$ cat src/rtl/sleep_status_reg.sv
module sleep_status_reg #(
  parameter int DATA_W = 32
) (
  input  logic              clk,
  input  logic              por_n,
  input  logic              sleep_exit_rst,
  input  logic              soft_rst,
  input  logic              wdog_rst,
  input  logic              sleep_req,
  input  logic              batt_fault,
  input  logic              vdd_fault,
  input  logic              wake,
  input  logic              wr_en,
  input  logic [DATA_W-1:0] wdata,
  output logic [DATA_W-1:0] rdata,
  output logic              dram_hold,
  output logic              periph_hold
);
  localparam int FLAG_W  = 5;
  localparam int SW_B    = 0;
  localparam int BATT_B  = 1;
  localparam int VDD_B   = 2;
  localparam int DRAM_B  = 3;
  localparam int PERIPH_B = 4;

  logic [FLAG_W-1:0] flags, set_vec, clr_vec;
  logic asleep;

  wire in_run   = !asleep;
  wire wake_evt = asleep & wake;

  assign set_vec = {wake_evt, wake_evt, in_run & vdd_fault, batt_fault, in_run & sleep_req};
  assign clr_vec = wr_en ? wdata[FLAG_W-1:0] : '0;

  always_ff @(posedge clk or negedge por_n) begin
    if (!por_n) begin
      flags  <= '0;
      asleep <= 1'b0;
    end else begin
      flags  <= set_vec | (flags & ~clr_vec);
      asleep <= asleep ? !wake : (sleep_req | vdd_fault);
    end
  end

  assign rdata       = {{(DATA_W-FLAG_W){1'b0}}, flags};
  assign dram_hold   = flags[DRAM_B];
  assign periph_hold = flags[PERIPH_B];


  reserved_ignored_chk: assert property (@(posedge clk) disable iff (!por_n)
    (wr_en && |wdata[DATA_W-1:FLAG_W]) |=> (rdata[DATA_W-1:FLAG_W] == '0));


  batt_any_mode_chk: assert property (@(posedge clk) disable iff (!por_n)
    batt_fault |=> rdata[BATT_B]);


  vdd_sleep_ignored_chk: assert property (@(posedge clk) disable iff (!por_n)
    (asleep && !flags[VDD_B]) |=> !rdata[VDD_B]);


  wake_holds_chk: assert property (@(posedge clk) disable iff (!por_n)
    (asleep && wake) |=> (dram_hold && periph_hold));


  sw_clear_chk: assert property (@(posedge clk) disable iff (!por_n)
    (wr_en && wdata[SW_B] && !(in_run && sleep_req)) |=> !rdata[SW_B]);


  other_resets_chk: assert property (@(posedge clk) disable iff (!por_n)
    ((sleep_exit_rst || soft_rst || wdog_rst) && !wr_en && !sleep_req &&
     !batt_fault && !vdd_fault && !wake) |=> $stable(rdata));
endmodule

$ cat config.mk
export PLATFORM = sky130hd
export DESIGN_NAME = sleep_status_reg
export DESIGN_NICKNAME = d
export VERILOG_FILES = /design/src/rtl/sleep_status_reg.sv
export SDC_FILE = /design/constraint.sdc
export NUM_CORES = 1
export LEC_CHECK = 0
export BUFFER_PORTS_ARGS = -buffer_cell sky130_fd_sc_hd__buf_2
export CORE_UTILIZATION = 24
export DETAILED_ROUTE_END_ITERATION = 6
export PLACE_DENSITY = 0.74
export SLEW_MARGIN = 10
export SYNTH_ARGS = -nofsm -noshare
export SYNTH_HDL_FRONTEND = slang
export SYNTH_SLANG_ARGS = --single-unit
$ cat constraint.sdc
create_clock -name clk -period 0.8 [get_ports clk]
set_input_delay 0.16 -clock clk [delete_from_list [all_inputs] [get_ports clk]]
set_output_delay 0.16 -clock clk [all_outputs]
set_load 0.05 [all_outputs]
==> results of run 1 <==
==> area by class of cell <==
type	instances	area, um^2	area share
Clock buffer	4	26.3	0.0459
Inverter	1	3.75	0.00655
Multi-Input combinational cell	39	188	0.328
Sequential cell	6	158	0.275
Tap cell	25	31.3	0.0546
Timing Repair Buffer	21	166	0.290
==> sequential cells by signal, summed over array words and instances, names as in the netlist <==
name	cells
asleep	1
flags	5
==> power groups by stage <==
| stage | logic [mW] | registers, mW | clock network, mW |
|---|---|---|---|
| global route | 0.713 | 0.399 | 0.316 |
| floorplan | 0.502 | 0.508 | 0 |
| global placement | 0.585 | 0.379 | 0 |
| finish | 0.681 | 0.395 | 0.287 |
| CTS | 0.671 | 0.390 | 0.298 |
| detailed placement | 0.589 | 0.383 | 0 |
==> synthesized netlist by cell type <==
library cell | n | area (um^2)
a21o_1 | 1 | 7.51
inv_2 | 1 | 3.75
a22o_2 | 2 | 20.0
nor3_1 | 1 | 5.00
a21oi_1 | 1 | 5.00
a22o_1 | 2 | 17.5
nand2_1 | 5 | 18.8
conb_1 | 1 | 3.75
dfrtp_1 | 6 | 150
buf_4 | 29 | 218
==> worst reg2reg max path: cells and delay by family, from the launching register on <==
family	cells	cell delay (ns)
buffers and inverters	1	0.14
AO/OA/AOI/OAI	1	0.21
flip-flops	1	0.42
==> path summary, 6_finish.rpt <==
| path | start | end | slack (ns) | cells after the start |
|---|---|---|---|---|
| min reg2reg | flags[0]$_DFF_PN0_ | flags[0]$_DFF_PN0_ | 0.52 | 1 |
| min | batt_fault | flags[1]$_DFF_PN0_ | 0.1 | 2 |
| max reg2reg | flags[4]$_DFF_PN0_ | flags[4]$_DFF_PN0_ | -0.08 | 2 |
| min in group asynchronous | por_n | flags[4]$_DFF_PN0_ | 0.28 | 2 |
| max | flags[4]$_DFF_PN0_ | rdata[4] | -0.18 | 1 |
| max in group asynchronous | por_n | asleep$_DFF_PN0_ | 0.36 | 2 |
==> metrics by stage <==
step,TNS [ns],total power [mW],util,area (um^2)
floorplan,-0.332,1.01,-,561
global placement,0,0.964,0.262,457
detailed placement,-0.0149,0.972,0.262,457
CTS,-1.30,1.36,0.318,556
global route,-1.45,1.43,0.328,573
finish,-1.26,1.36,0.328,573
==> routing by layer <==
layer,routed length [um],vias to the layer above,share of wire,track usage
li1,-,144,-,-
met1,220,138,0.32,0.0391
met2,393,24,0.58,0.136
met3,64,0,0.094,0.0120
met4,0,0,0,0.0364
met5,0,-,0,0
==> logic make-up (layout without fill, tap and decap cells) <==
family | Yosys count | count (layout)
flops | 6 | 6
simple gates | 6 | 6
compound gates | 6 | 6
buf+inv | 30 | 26
other cells | 1 | 27
==> what timing repair did <==
action	CTS	global route
gates resized for setup	15	4
buffers inserted	2	0
hold buffers	1	0
pin swaps	1	1
endpoints found under the hold margin	6	0
endpoints found under the setup margin	8	13
==> reports/qor.txt, run 1 <==
outcome -> finished, violations left
violated checks -> setup timing
Clock Root Buffer -> clkbuf_4
CTS clock-pin slew for the worst setup and hold paths -> 0.05 ns
port bufs -> 18
Clk pwr share -> 0.210
synthesized flop and latch total -> 6
largest net degree at the start of global routing -> 7
Placed Cells -> 89
TritonCTS clock tree -> built
CP Cell Sequence -> buf_6
Worst Slack Setup Final -> -0.182 ns
vias in the first global route -> 229
Synth Area in XOR/XNOR -> 0
most common cell after layout, fill and taps aside -> conb_1
H-tree depth -> 1
Synth Area in Simple Gates -> 0.0529
Layout Nets -> 114
die height -> 45.3 um
CTS Sinks -> 6
vias per cell -> 3.19
final clock skew -> 0.00663 ns
DRT iter0 DRCs -> 1
register area share after synthesis -> 0.334
sw frac -> 0.479
CTS Buffer Depth -> 2
Worst VDD drop -> 0.590 mV
final WL -> 678 um
Worst Path Buf+Inv -> 1
post-synthesis cell count -> 49
Core Rows -> 15
# diodes -> 0
final setup fails -> 8
slowest CP cell -> dfrtp_2
DIE AREA -> 2050 um^2
Final Wtd Congestion -> 0.571
Comb pwr share -> 0.500
initial antenna violation count -> 0
Reg power frac -> 0.290
Fin Hold WS -> 0.0991 ns
number of fill cells in the layout -> 184
critical path's largest stage delay -> 0.42 ns
critical path fanouts, max -> 3
average routed wire per standard cell -> 7.06 um
crit path time final -> 0.982 ns
via count -> 306
share of cells above drive strength 1 -> 0.465
Synth Area in Compound Gates -> 0.111
Critical Path RT -> 0.64 ns
Synth warnings -> 0
most frequent cells in the layout -> 27 x conb_1, 11 x buf_2, 7 x buf_6, 6 x dfrtp_2, 5 x nand2_1
internal power -> 710 uW
Crit Path Class -> flop to primary output
Core Area -> 1750 um^2
fmax -> 1.02 GHz
Mapped Area -> 449 um^2
Die W -> 45.3 um
RSZ-0062 raised after global routing -> yes
Leakage -> 0.309 nW
family with the most delay on the worst path -> flip-flops
Cell Count, Final, Fillers Out -> 96
boundary pin count -> 76
largest family of logic cells by synthesized area -> buffers and inverters
mux contribution to synthesized area -> 0
mean post-synth cell area -> 9.17 um^2
Max Cap Viol -> 0
adder-cell share of the synthesized area -> 0
Unique masters post-synth -> 10
Data arrival, critical path -> 0.82 ns
dpl ws -> -0.0149 ns
Final HPWL DP -> 570 um
min-delay worst type -> input pin to flop
crit end category -> primary output
initial core utilization -> 0.257
Final Slew Violations -> 0
power density cells -> 2380 nW/um^2
Routed Antenna Nets -> 0
Area growth, synth to finish -> 27.6%
Clock Latency Late Sink -> 0.24 ns
grt ovf -> 0
fin crit share -> 1.23
DRC viols -> 0
critical path launch point type -> flop
CTS Buf Count -> 3
Net Switching -> 653 uW
Hold Vio Cnt, Final -> 0
GRT Util Overall -> 0.0598
drt pass-1 iters -> 2
first-pass GRT wire length -> 848 um
Power figures use the tool's default switching activity.
==> run 2, diff against run 1 <==
Settings changed: PLACE_DENSITY 0.74 to 0.77.
==> run 2 against run 1 <==
  * Largest power group unchanged
  * Critical endpoint is now rdata[3]
  * The run still ends with setup timing left
  * Non-clock buffer count shrank 2
  * Utilization shrank 1.7 points
  * Highest routed layer unchanged
  * Combinational power shrank 3.8%
==> reports/qor.txt, run 2 (synthesis gave the netlist of run 1 again) <==
Critical Path RT -> 0.64 ns
worst-case reg-to-reg path depth -> 1
Min-Delay Endpoint -> flags[1]$_DFF_PN0_
Layout Nets -> 112
reg2reg setup slack -> 0.01 ns
outcome -> finished, violations left
Worst VDD drop -> 0.458 mV
registers with the most flip-flops -> flags (5), asleep (1)
Core Rows -> 15
Post-CTS Setup Bufs -> 0
via count -> 317
most frequent cells in the layout -> 27 x conb_1, 11 x buf_2, 7 x buf_6, 6 x dfrtp_2, 5 x nand2_1
Biggest register -> flags
Hold Crit Depth -> 2
die height -> 45.3 um
final setup fails -> 7
DIE AREA -> 2050 um^2
most common cell after layout, fill and taps aside -> conb_1
CP Cell Sequence -> buf_6
critical path launch point type -> flop
Hold Vio Cnt, Final -> 0
Clock Latency Late Sink -> 0.24 ns
DRT iter0 DRCs -> 4
Core Area -> 1750 um^2
Crit Path Class -> flop to primary output
final clock skew -> 0.00775 ns
CTS Sinks -> 6
total power draw -> 1.34 mW
Largest register FFs -> 5
TritonCTS clock tree -> built
Worst Slack Setup Final -> -0.187 ns
Clock Root Buffer -> clkbuf_4
port bufs -> 18
vias in the first global route -> 232
slowest CP cell -> dfrtp_2
vias per cell -> 3.37
min-delay worst type -> input pin to flop
fmax -> 1.01 GHz
CTS Buf Count -> 3
RSZ-0062 raised after global routing -> yes
Fin Hold WS -> 0.0992 ns
share of cells above drive strength 1 -> 0.449
end of the worst register-to-register path -> flags[4]$_DFF_PN0_
Routed Antenna Nets -> 0
final WL -> 691 um
drt pass-1 iters -> 4
first-pass GRT wire length -> 876 um
Final Wtd Congestion -> 0.584
# diodes -> 0
hold path start -> batt_fault
GRT Util Overall -> 0.0657
Final HPWL DP -> 519 um
DRC viols -> 0
fin crit share -> 1.23
Area growth, synth to finish -> 20.9%
family with the most delay on the worst path -> flip-flops
Final Slew Violations -> 0
boundary pin count -> 76
violated checks -> setup timing
CTS clock-pin slew for the worst setup and hold paths -> 0.05 ns
crit path time final -> 0.987 ns
worst r2r src -> asleep$_DFF_PN0_
critical path fanouts, max -> 3
Leakage -> 0.296 nW
grt ovf -> 0
crit end category -> primary output
power density cells -> 2460 nW/um^2
dpl ws -> -0.00224 ns
Data arrival, critical path -> 0.83 ns
Max Cap Viol -> 0
Die W -> 45.3 um
CTS Buffer Depth -> 2
initial core utilization -> 0.257
H-tree depth -> 1
Worst Path Buf+Inv -> 1
initial antenna violation count -> 0
average routed wire per standard cell -> 7.35 um
largest net degree at the start of global routing -> 7
critical path's largest stage delay -> 0.42 ns
[run 2: cell types whose count changed in the layout (fill, tap and decap cells not counted)]
cell | previous run | this run
a22o_2 | 1 | 2
a22o_4 | 1 | 0
buf_8 | 1 | 0
buf_4 | 1 | 0
[run 2: area by class of cell]
class / count / area, um^2
tap: 25 / 31.3
timing repair buffer: 19 / 144
inverter: 1 / 3.75
multi-input combinational: 39 / 180
fill: 192 / 1200
sequential: 6 / 158
clock buffer: 4 / 26.3
[run 2: power by group]
group | internal [mW] | switching, mW | total, mW
logic | 0.148 | 0.508 | 0.655
clock network | 0.188 | 0.100 | 0.288
registers | 0.352 | 0.0411 | 0.393
[run 2: what timing repair did]
item	4_1_cts	5_1_grt
hold buffers	1	0
resized for setup	15	1
setup endpoints to repair	9	12
pin swaps	1	1
endpoints found under the hold margin	6	0
[run 2: worst max path at each step]
stage / from / end / slack, ns / cells after the start
after floorplan: flags[3]$_DFF_PN0_ / rdata[3] / -0.08 / 1
after CTS: flags[4]$_DFF_PN0_ / periph_hold / -0.19 / 1
after global routing: flags[3]$_DFF_PN0_ / dram_hold / -0.22 / 1
final: flags[3]$_DFF_PN0_ / rdata[3] / -0.19 / 1
after global placement: asleep$_DFF_PN0_ / flags[2]$_DFF_PN0_ / 0.01 / 2
after detailed placement: asleep$_DFF_PN0_ / flags[2]$_DFF_PN0_ / -0.002 / 2
[run 2: layer usage]
metal	vias to the layer above	part of all wire	global-route usage
met4	0	0	0.0727
met5	-	0	0
met2	29	0.57	0.130
met3	0	0.091	0.0240
met1	146	0.34	0.0392
li1	142	-	-
[run 2: through the flow]
stage	cells	utilization	TNS, ns	cell area, um^2
floorplan	75	-	-0.332	561
global placement	89	0.262	0	457
detailed placement	89	0.262	-0.00224	457
CTS	94	0.310	-1.27	542
global route	94	0.311	-1.41	543
finish	94	0.311	-1.18	543
